`src/rtl/dp3_pkg.sv`:
```
package dp3_pkg;
  localparam int DATA_W = 16;
  localparam int ADDR_W = 12;
  localparam int REG_N  = 4;
  localparam int REG_AW = $clog2(REG_N);
  localparam int STEP_W = 4;
  localparam int OP_W   = 4;

  localparam logic [OP_W-1:0] OPC_RADD = 4'h1;
  localparam logic [OP_W-1:0] OPC_MADD = 4'h2;
  localparam logic [OP_W-1:0] OPC_STOP = 4'hF;

  typedef enum logic [1:0] {A_REG, A_PC, A_IRX, A_CONST} asel_e;
  typedef enum logic       {B_REG, B_MEM} bsel_e;
  typedef enum logic [1:0] {ALU_ADD, ALU_PASSA, ALU_PASSB, ALU_INCA} aluop_e;

  typedef struct packed {
    asel_e             a_sel;
    logic [ADDR_W-1:0] konst;
    bsel_e             b_sel;
    aluop_e            op;
    logic              rf_we;
    logic [REG_AW-1:0] rf_wa;
    logic [REG_AW-1:0] rf_ra;
    logic [REG_AW-1:0] rf_rb;
    logic              pc_ld;
    logic              mar_ld;
    logic              mdr_bus_ld;
    logic              mdr_mem_ld;
    logic              ir_ld;
    logic              mem_rd;
    logic              mem_wr;
    logic              irq_ack;
  } ctrl_t;

  function automatic logic [DATA_W-1:0] add_wrap(input logic [DATA_W-1:0] a,
                                                 input logic [DATA_W-1:0] b);
    logic [DATA_W:0] full;
    full = {1'b0, a} + {1'b0, b};
    return full[DATA_W-1:0];
  endfunction

  function automatic logic [OP_W-1:0] fld_op(input logic [DATA_W-1:0] ir);
    return ir[DATA_W-1 -: OP_W];
  endfunction

  function automatic logic [REG_AW-1:0] fld_rd(input logic [DATA_W-1:0] ir);
    return ir[DATA_W-OP_W-1 -: REG_AW];
  endfunction

  function automatic logic [REG_AW-1:0] fld_ra(input logic [DATA_W-1:0] ir);
    return ir[DATA_W-OP_W-REG_AW-1 -: REG_AW];
  endfunction

  function automatic logic [REG_AW-1:0] fld_rb(input logic [DATA_W-1:0] ir);
    return ir[DATA_W-OP_W-2*REG_AW-1 -: REG_AW];
  endfunction

  function automatic logic [ADDR_W-1:0] fld_addr(input logic [DATA_W-1:0] ir);
    return ir[ADDR_W-1:0];
  endfunction
endpackage

```
`src/rtl/dp3_regfile.sv`:
```
module dp3_regfile
  import dp3_pkg::*;
(
  input  logic              clk,
  input  logic              rst_n,
  input  logic [REG_AW-1:0] ra_a,
  input  logic [REG_AW-1:0] ra_b,
  output logic [DATA_W-1:0] rd_a,
  output logic [DATA_W-1:0] rd_b,
  input  logic              we,
  input  logic [REG_AW-1:0] wa,
  input  logic [DATA_W-1:0] wd,
  input  logic [REG_AW-1:0] dbg_sel,
  output logic [DATA_W-1:0] dbg_data
);
  logic [DATA_W-1:0] regs [REG_N];

  for (genvar g = 0; g < REG_N; g++) begin : g_reg
    always_ff @(posedge clk) begin
      if (!rst_n)                                regs[g] <= '0;
      else if (we && (wa == REG_AW'(g)))         regs[g] <= wd;
    end
  end

  assign rd_a     = regs[ra_a];
  assign rd_b     = regs[ra_b];
  assign dbg_data = regs[dbg_sel];
endmodule

```
`src/rtl/dp3_alu.sv`:
```
module dp3_alu
  import dp3_pkg::*;
(
  input  aluop_e            op,
  input  logic [DATA_W-1:0] a,
  input  logic [DATA_W-1:0] b,
  output logic [DATA_W-1:0] y
);
  always_comb begin
    unique case (op)
      ALU_ADD:   y = add_wrap(a, b);
      ALU_PASSA: y = a;
      ALU_PASSB: y = b;
      default:   y = add_wrap(a, DATA_W'(1));
    endcase
  end
endmodule

```
`src/rtl/dp3_seq.sv`:
```
module dp3_seq
  import dp3_pkg::*;
#(
  parameter logic [ADDR_W-1:0] SAVE_ADDR    = 12'hFFF,
  parameter logic [ADDR_W-1:0] HANDLER_ADDR = 12'h100
) (
  input  logic              clk,
  input  logic              rst_n,
  input  logic [DATA_W-1:0] ir,
  input  logic              irq_req,
  output ctrl_t             ctrl,
  output logic              boundary,
  output logic              halted,
  output logic              step_done,
  output logic [STEP_W-1:0] step_count
);
  typedef enum logic [3:0] {
    S_F0, S_F1, S_F2, S_EX0, S_EX1, S_EX2, S_I0, S_I1, S_I2, S_STOP
  } state_e;

  state_e            state, state_nx;
  logic              go_stop;
  logic [STEP_W-1:0] cnt;

  always_comb begin
    ctrl       = '0;
    ctrl.rf_ra = fld_ra(ir);
    ctrl.rf_rb = fld_rb(ir);
    ctrl.rf_wa = fld_rd(ir);
    boundary   = 1'b0;
    go_stop    = 1'b0;
    state_nx   = state;
    unique case (state)
      S_F0: begin
        ctrl.a_sel = A_PC; ctrl.op = ALU_PASSA; ctrl.mar_ld = 1'b1;
        state_nx = S_F1;
      end
      S_F1: begin
        ctrl.mem_rd = 1'b1;
        ctrl.a_sel = A_PC; ctrl.op = ALU_INCA; ctrl.pc_ld = 1'b1;
        state_nx = S_F2;
      end
      S_F2: begin
        ctrl.b_sel = B_MEM; ctrl.op = ALU_PASSB;
        ctrl.ir_ld = 1'b1; ctrl.mdr_bus_ld = 1'b1;
        state_nx = S_EX0;
      end
      S_EX0: begin
        unique case (fld_op(ir))
          OPC_RADD: begin
            ctrl.op = ALU_ADD; ctrl.rf_we = 1'b1;
            boundary = 1'b1;
          end
          OPC_MADD: begin
            ctrl.a_sel = A_IRX; ctrl.op = ALU_PASSA; ctrl.mar_ld = 1'b1;
            state_nx = S_EX1;
          end
          OPC_STOP: begin
            boundary = 1'b1; go_stop = 1'b1;
          end
          default: boundary = 1'b1;
        endcase
      end
      S_EX1: begin
        ctrl.mem_rd = 1'b1;
        state_nx = S_EX2;
      end
      S_EX2: begin
        ctrl.rf_ra = '0; ctrl.rf_wa = '0;
        ctrl.a_sel = A_REG; ctrl.b_sel = B_MEM; ctrl.op = ALU_ADD;
        ctrl.rf_we = 1'b1; ctrl.mdr_mem_ld = 1'b1;
        boundary = 1'b1;
      end
      S_I0: begin
        ctrl.a_sel = A_PC; ctrl.op = ALU_PASSA; ctrl.mdr_bus_ld = 1'b1;
        state_nx = S_I1;
      end
      S_I1: begin
        ctrl.a_sel = A_CONST; ctrl.konst = SAVE_ADDR;
        ctrl.op = ALU_PASSA; ctrl.mar_ld = 1'b1;
        state_nx = S_I2;
      end
      S_I2: begin
        ctrl.mem_wr = 1'b1; ctrl.irq_ack = 1'b1;
        ctrl.a_sel = A_CONST; ctrl.konst = HANDLER_ADDR;
        ctrl.op = ALU_PASSA; ctrl.pc_ld = 1'b1;
        boundary = 1'b1;
        state_nx = S_F0;
      end
      default: state_nx = S_STOP;
    endcase
    if (boundary && state != S_I2) begin
      if (go_stop)      state_nx = S_STOP;
      else if (irq_req) state_nx = S_I0;
      else              state_nx = S_F0;
    end
  end

  always_ff @(posedge clk) begin
    if (!rst_n) begin
      state      <= S_F0;
      cnt        <= '0;
      step_done  <= 1'b0;
      step_count <= '0;
    end else begin
      state     <= state_nx;
      step_done <= boundary;
      if (boundary) begin
        cnt        <= '0;
        step_count <= cnt + 1'b1;
      end else if (state != S_STOP) begin
        cnt <= cnt + 1'b1;
      end
    end
  end

  assign halted = (state == S_STOP);
endmodule

```
`src/rtl/dp3_core.sv`:
```
module dp3_core
  import dp3_pkg::*;
#(
  parameter logic [ADDR_W-1:0] SAVE_ADDR    = 12'hFFF,
  parameter logic [ADDR_W-1:0] HANDLER_ADDR = 12'h100
) (
  input  logic              clk,
  input  logic              rst_n,
  output logic [ADDR_W-1:0] mem_addr,
  output logic              mem_rd,
  output logic              mem_wr,
  output logic [DATA_W-1:0] mem_wdata,
  input  logic [DATA_W-1:0] mem_rdata,
  input  logic              irq_req,
  output logic              irq_ack,
  input  logic [REG_AW-1:0] dbg_sel,
  output logic [DATA_W-1:0] dbg_data,
  output logic              halted,
  output logic              step_done,
  output logic [STEP_W-1:0] step_count
);
  ctrl_t             ctrl;
  logic [ADDR_W-1:0] pc_q, mar_q;
  logic [DATA_W-1:0] mdr_q, ir_q;
  logic [DATA_W-1:0] rf_a, rf_b;
  logic [DATA_W-1:0] bus_a, bus_b, in_bus;
  logic              ir_load;
  logic              at_boundary;

  dp3_seq #(.SAVE_ADDR(SAVE_ADDR), .HANDLER_ADDR(HANDLER_ADDR)) u_seq (
    .clk(clk), .rst_n(rst_n), .ir(ir_q), .irq_req(irq_req), .ctrl(ctrl),
    .boundary(at_boundary), .halted(halted),
    .step_done(step_done), .step_count(step_count)
  );

  dp3_regfile u_rf (
    .clk(clk), .rst_n(rst_n),
    .ra_a(ctrl.rf_ra), .ra_b(ctrl.rf_rb), .rd_a(rf_a), .rd_b(rf_b),
    .we(ctrl.rf_we), .wa(ctrl.rf_wa), .wd(in_bus),
    .dbg_sel(dbg_sel), .dbg_data(dbg_data)
  );

  always_comb begin
    unique case (ctrl.a_sel)
      A_REG:   bus_a = rf_a;
      A_PC:    bus_a = DATA_W'(pc_q);
      A_IRX:   bus_a = DATA_W'(fld_addr(ir_q));
      default: bus_a = DATA_W'(ctrl.konst);
    endcase
    bus_b = (ctrl.b_sel == B_MEM) ? mem_rdata : rf_b;
  end

  dp3_alu u_alu (.op(ctrl.op), .a(bus_a), .b(bus_b), .y(in_bus));

  always_ff @(posedge clk) begin
    if (!rst_n) begin
      pc_q  <= '0;
      mar_q <= '0;
      mdr_q <= '0;
      ir_q  <= '0;
    end else begin
      if (ctrl.pc_ld)       pc_q  <= in_bus[ADDR_W-1:0];
      if (ctrl.mar_ld)      mar_q <= in_bus[ADDR_W-1:0];
      if (ctrl.ir_ld)       ir_q  <= in_bus;
      if (ctrl.mdr_mem_ld)  mdr_q <= mem_rdata;
      else if (ctrl.mdr_bus_ld) mdr_q <= in_bus;
    end
  end

  assign ir_load   = ctrl.ir_ld;
  assign mem_addr  = mar_q;
  assign mem_wdata = mdr_q;
  assign mem_rd    = ctrl.mem_rd;
  assign mem_wr    = ctrl.mem_wr;
  assign irq_ack   = ctrl.irq_ack;
endmodule

```
`config.mk`:
```
export PLATFORM = sky130hd
export DESIGN_NAME = dp3_core
export DESIGN_NICKNAME = d
export VERILOG_FILES = /design/src/rtl/dp3_pkg.sv /design/src/rtl/dp3_regfile.sv /design/src/rtl/dp3_alu.sv /design/src/rtl/dp3_seq.sv /design/src/rtl/dp3_core.sv
export SDC_FILE = /design/constraint.sdc
export NUM_CORES = 1
export LEC_CHECK = 0
export ABC_AREA = 0
export CAP_MARGIN = 20
export CORE_MARGIN = 10
export CORE_UTILIZATION = 30
export CTS_CLUSTER_DIAMETER = 120
export DETAILED_ROUTE_END_ITERATION = 7
export PLACE_DENSITY = 0.55
export RECOVER_POWER = 100
export SYNTH_ARGS = -nofsm -noshare
export SYNTH_HDL_FRONTEND = slang
export SYNTH_SLANG_ARGS = --single-unit
```
`constraint.sdc`:
```
create_clock -name clk -period 8.4 [get_ports clk]
set_input_delay 1.68 -clock clk [delete_from_list [all_inputs] [get_ports clk]]
set_output_delay 1.68 -clock clk [all_outputs]
set_load 0.01 [all_outputs]
```
==> results of run 1 <==
==> cells in the mapped netlist, types with 9 or more instances <==
cell	number	area [µm²]
nand3_1	45	225
dfxtp_1	71	1420
nor2b_1	21	131
xor2_1	9	78.8
o21ai_1	14	70.1
clkbuf_1	39	146
a21oi_1	36	180
mux2i_1	26	260
mux4_2	32	721
buf_2	16	80.1
edfxtp_1	64	1920
a21o_1	13	97.6
inv_1	17	63.8
o22ai_1	12	75.1
and3_1	15	93.8
a22oi_1	17	128
a211oi_1	25	188
and2_1	9	56.3
o21ai_0	34	170
nand2_1	52	195
nor2_1	131	492
o211ai_1	18	135
ha_1	19	238
==> power by group through the flow <==
stage	sequential, µW	clock (µW)	combinational [µW]
2_1_floorplan	777	0	378
3_3_place_gp	789	0	596
3_5_place_dp	790	0	597
4_1_cts	776	769	601
5_1_grt	781	800	622
6_report	776	761	577
==> state kept, by name (all words and copies together), names as in the netlist, named ones only <==
signal            flops
u_rf.regs            64
ir_q                 16
mem_wdata            16
mem_addr             12
pc_q                 12
u_seq.cnt             4
u_seq.state           4
u_seq.step_count      4
u_seq.step_done       1
==> area by class of cell <==
| class | count | area share |
|---|---|---|
| multi-input combinational | 648 | 0.466 |
| timing repair buffer | 88 | 0.0822 |
| sequential | 135 | 0.338 |
| clock buffer | 17 | 0.0430 |
| clock inverter | 14 | 0.0162 |
| inverter | 17 | 0.00645 |
| tap | 378 | 0.0478 |
==> cells in the final DEF, fill, tap and decap left out, drive strengths merged, types with 9 or more instances in the layout <==
master	instances
nand3	45
dlygate4sd3	51
a211oi	25
and2	9
o221ai	10
and3	15
a21oi	38
nor2b	21
o211ai	20
dfxtp	71
mux4	32
a22oi	17
inv	17
nand2	53
mux2i	26
a21o	13
xor2	9
nor2	131
o21ai	53
clkbuf	25
ha	19
o22ai	13
clkdlybuf4s50	22
edfxtp	64
==> critical path, stage by stage (launching register included) <==
cell and delay, ns:
dfxtp_1 0.80, nand4bb_1 0.95, and2_0 0.86, a211oi_1 0.42
o41ai_1 0.17, or2_2 0.36, ha_1 0.39, a21o_1 0.19
a31o_2 0.22, o22ai_1 0.26, nand2_1 0.11, xor2_1 0.16
o21ai_0 1.23, o22ai_1 0.22
==> routing by layer <==
| layer | up-vias | GRT usage |
|---|---|---|
| met4 | 0 | 0.0537 |
| met1 | 3436 | 0.215 |
| li1 | 3330 | - |
| met3 | 40 | 0.0388 |
| met2 | 264 | 0.252 |
| met5 | - | 0 |
==> logic make-up (layout without fill, tap and decap cells) <==
family,Yosys count,after routing,synth area share
multiplexers,62,62,0.123
buffers and inverters,84,136,0.0435
flip-flops,135,135,0.398
adder cells (fa/ha/maj),20,20,0.0307
XOR/XNOR,17,17,0.0194
AND/OR/NAND/NOR,308,308,0.178
AO/OA/AOI/OAI,241,241,0.207
==> stage by stage <==
step                      instance area (µm²)   util  total power, µW  hold WS (ns)
final                                    9890  0.357             2110         0.448
after global routing                     9890  0.357             2200         0.469
after CTS                               10000  0.361             2150         0.457
after detailed placement                 9410  0.340             1390         0.449
after global placement                   9410  0.340             1390         0.447
after floorplan                          8400      -             1160         0.436
==> worst max-delay path by stage <==
stage	slack, ns	cells past startpoint	startpoint	end
2_1_floorplan	3.56	3	dbg_sel[0]	dbg_data[10]
3_3_place_gp	2.71	3	dbg_sel[0]	dbg_data[8]
3_5_place_dp	2.67	3	dbg_sel[0]	dbg_data[11]
4_1_cts	2.66	3	dbg_sel[0]	dbg_data[5]
5_1_grt	1.37	13	u_seq.state[0]	mem_addr[11]
6_report	1.86	13	u_seq.state[0]	mem_wdata[11]
==> results.md, run 1 <==
* Clock tree buffer depth at 2
* Routed wl met2 at 13.1 mm
* RSZ-0062 raised after global routing: false
* Initial antenna violation count at 0
* Core area at 27700 µm²
* Cells after Synth at 867
* Setup Skew at 0.00916 ns
* Total gr overflow at 0
* H-tree lvl count at 4
* Crit Path Max Fanout at 23
* Critical path arrival at 6.76 ns
* Drt first pass iters at 5
* P_sw at 715 µW
* TritonCTS clock tree: built
* R2r endpoint: mem_wdata[11]
* Seq cells post-synth at 135
* Num ports at 74
* Worst vdd ir at 0.144 mV
* Die width at 187 µm
* Post-Route WL at 28.8 mm
* Final Cycle Share at 0.779
* Outcome: complete, but fails checks
* Post-route DRC at 0
* Flop-to-flop setup slack at 1.86 ns
* Share of cells above drive strength 1 at 0.103
* Fillers at 2821
* Worst min-delay path startpoint: u_seq.step_count[1]
* Async S/R FF share, synth at 0
* Worst r2r src: u_seq.state[0]
* Footprint of the multi-input gates at 4620 µm²
* Yosys cell types at 78
* GR Util All Layers at 0.162
* Worst-path clk slew at 0.06 ns
* Sequential power share at 0.367
* Nets@finish at 948
* Slew @ Worst Pin at 2.09 ns
* Hold Crit Class: reg2reg
* Startpoint types: flip-flop
* Largest net degree at the start of global routing at 42
* Final Max Tran Viols at 90
* Clock share of power at 0.360
* Worst R2R Path Depth at 13
* Tmin final at 6.54 ns
* Switch share at 0.338
* Root Driver: clkbuf_16
* First-pass GRT wire length at 44.1 mm
* Pre-CTS WS at 2.67 ns
* Number of core rows at 61
* Hold Violations, Final at 0
* Sink Count at 135
* LEAKAGE at 0.00364 µW
* DR vias at 7070
* HPWL Detailed at 21.3 mm
* Met3 wire length at 2.14 mm
* WL per Instance at 22.2 µm
* Die ar. at 35100 µm²
* Initial Utilization at 0.303
* Max-Cap Viols at 3
* Layout area overhead at 17.8%
* Slew margin rel. at -0.393
* Top_reg_cell synth: dfxtp_1
* Post_cts resized at 0
* Diodes inserted at 0
* Setup TNS at 0 ns
* Later-pin clock latency in the skew report at 0.43 ns
* Antenna viol nets, final at 0
* WP data required at 8.62 ns
* CP endpoint kind: flip-flop
* Yosys warnings at 0
* Synthesized area per cell at 9.68 µm²
* Sequential fraction of the synthesis area at 0.398
* Pwr Density at 214 nW/µm²
* Placer Congestion at 0.907
* Vias in the first global route at 6970
* Int Pwr at 1400 µW
* Number of synthesized flops with an enable pin at 64
* Gate power share at 0.273
* Syn nets at 908
* Input/output buffers at 73
* Uppermost routed layer: met4
* # Post-CTS Setup Buffers at 0
* Cell area after synthesis at 8400 µm²
* WHS Path Cells at 2
* Non-Filler Instances at 1297
* Placed Cells at 1265
* Final setup violation count at 0
* Hold buffers post-CTS at 0
* Die height at 187 µm
* Worst Hold Path EP: u_seq.step_count[1]
* Failing checks: capacitance limit, slew limit
* Type of the worst setup path: reg2reg
* CTS buffer count at 17
* Via density at 5.45
* Fmax at 153 MHz
* Sequential cell area at 3340 µm²
* Final worst slack at 1.86 ns
* Starting DRT DRC Count at 679
* Wl on met1 at 12.9 mm
No activity file was read; power rests on OpenSTA's default activity.
==> run 2, diff against run 1 <==
==> constraint.sdc (replaced) <==
create_clock -name clk -period 6.85 [get_ports clk]
set_input_delay 1.37 -clock clk [delete_from_list [all_inputs] [get_ports clk]]
set_output_delay 1.37 -clock clk [all_outputs]
set_load 0.01 [all_outputs]
==> run 2 against run 1 <==
The run still ends with capacitance limit, slew limit left. Core utilization about the same. Total power up 21%. Routed wire length up 2.0%. Fmax up 13%. Via count up 2.2%. Critical endpoint is now mem_wdata[10]. Clock-buffer cell count unchanged. Final cell count up 0.23%. Largest power group unchanged. Non-clock buffer count up 3. Worst hold slack better by 0.0056 ns. Flip-flop and latch count unchanged. Cell area about the same. Critical path type unchanged. First-iteration DRC count up 0.88%.
==> results.md, run 2 (same netlist as run 1, synthesis figures left out) <==
* Slew margin rel. at -0.422
* Input/output buffers at 73
* Worst min-delay path startpoint: u_seq.step_count[1]
* TritonCTS clock tree: built
* Worst R2R Path Depth at 16
* Clock tree buffer depth at 2
* Final Cycle Share at 0.843
* Worst path bufs/invs at 2
* Placer Congestion at 0.883
* Setup TNS at 0 ns
* Slew @ Worst Pin at 2.13 ns
* CTS buffer count at 17
* Fmax at 173 MHz
* Final Max Tran Viols at 74
* Drt first pass iters at 5
* CP cell instances: nand2_1 > nand2_1 > o21ai_0 > clkbuf_1 > inv_1 > ha_1 > nand2_1 > ha_1 > fa_1 > a21o_1 > a21o_1 > a211o_1 > a21bo_1 > a211oi_1 > o21ai_0 > o22ai_1
* Pwr Density at 259 nW/µm²
* HPWL Detailed at 21.4 mm
* Antenna viol nets, final at 0
* Largest Register: u_rf.regs
* Total gr overflow at 0
* Crit-path max cell delay at 0.82 ns
* WHS Path Cells at 2
* Outcome: complete, but fails checks
* Non-Filler Instances at 1300
* Later-pin clock latency in the skew report at 0.43 ns
* WL per Instance at 22.6 µm
* # Post-CTS Setup Buffers at 0
* Worst path top cell family by delay: compound AO/OA/AOI/OAI gates
* R2r endpoint: mem_wdata[10]
* Initial Utilization at 0.303
* Via density at 5.56
* Type of the worst setup path: reg2reg
* Root Driver: clkbuf_16
* Critical path arrival at 6.10 ns
* GR Util All Layers at 0.163
* Final setup violation count at 0
* Num ports at 74
* Hold Crit Class: reg2reg
* Util after Layout at 0.357
* Slowest stage cell, crit path: dfxtp_1
* Top cell by count, worst path: nand2_1
* WP data required at 7.17 ns
* Hold buffers post-CTS at 0
* Worst vdd ir at 0.174 mV
* Most frequent cells in the layout: nor2_1, dfxtp_1, edfxtp_1
* Post_cts resized at 0
* Setup Skew at 0.00939 ns
* Max FFs per register at 64
* Startpoint types: flip-flop
* CP endpoint kind: flip-flop
* Tmin final at 5.77 ns
* Largest net degree at the start of global routing at 40
* Crit Path Max Fanout at 21
* Worst-path clk slew at 0.06 ns
* First-pass GRT wire length at 44.1 mm
* Sink Count at 135
* H-tree lvl count at 4
* Die ar. at 35100 µm²
* Total power draw at 2570 µW
* Vias in the first global route at 6987
* Post-Route WL at 29.4 mm
* LEAKAGE at 0.00364 µW
* Most common cell after layout, fill and taps aside: nor2_1
* RSZ-0062 raised after global routing: false
* DR vias at 7225
* Worst r2r src: u_seq.state[0]
* Starting DRT DRC Count at 685
* Die width at 187 µm
* Flop-to-flop setup slack at 1.08 ns
* Post-route DRC at 0
* Worst Hold Path EP: u_seq.step_count[1]
* Number of core rows at 61
* Core area at 27700 µm²
* Failing checks: capacitance limit, slew limit
* Share of cells above drive strength 1 at 0.102
* Initial antenna violation count at 0
* Hold Violations, Final at 0
* Placed Cells at 1269
* Nets@finish at 951
* Diodes inserted at 0
* Die height at 187 µm
* Max-Cap Viols at 2
* Layout area overhead at 17.9%
-- run 2: metal layers --
metal	share of wire	GRT usage	vias up	routed length [µm]
met3	0.068	0.0390	33	2000
met4	0.019	0.0487	0	554
met1	0.44	0.213	3566	13000
met2	0.47	0.261	283	13900
met5	0	0	-	0
li1	-	-	3343	-
-- run 2: tightest hold or removal path: cells and delay by family, from the launching register on --
family	cells	cell delay [ns]
AND/OR/NAND/NOR	1	0.05
AO/OA/AOI/OAI	1	0.05
flip-flops	1	0.31
-- run 2: final cells by class --
class                           count  area (µm²)
Clock buffer                       17         425
Clock inverter                     14         151
Fill cell                        2812       17800
Inverter                           17        63.8
Multi-Input combinational cell    648        4610
Sequential cell                   135        3340
Tap cell                          378         473
Timing Repair Buffer               91         828
-- run 2: worst max-delay path by stage --
stage | from | endpoint | slack, ns | cells after the start
after floorplan | dbg_sel[0] | dbg_data[10] | 2.63 | 3
after global placement | u_seq.state[0] | u_rf.regs[0][10] | 1.82 | 16
after CTS | u_seq.state[0] | u_rf.regs[0][10] | 1.72 | 16
after global routing | u_seq.state[0] | mem_wdata[10] | 0.61 | 16
after detailed placement | u_seq.state[0] | u_rf.regs[0][10] | 1.77 | 16
final | u_seq.state[0] | mem_wdata[10] | 1.08 | 16
-- run 2: power by group --
part | switching, µW | leakage, µW | internal, µW
clock | 378 | 0.000266 | 536
sequential | 50.0 | 0.00124 | 900
combinational | 460 | 0.00214 | 244
-- run 2: stage by stage --
step / setup WS [ns] / cell area, µm² / hold slack, ns
floorplan: 2.63 / 8400 / 0.436
global placement: 1.82 / 9440 / 0.448
detailed placement: 1.77 / 9440 / 0.451
CTS: 1.72 / 10000 / 0.461
global route: 0.609 / 9900 / 0.478
finish: 1.08 / 9900 / 0.454
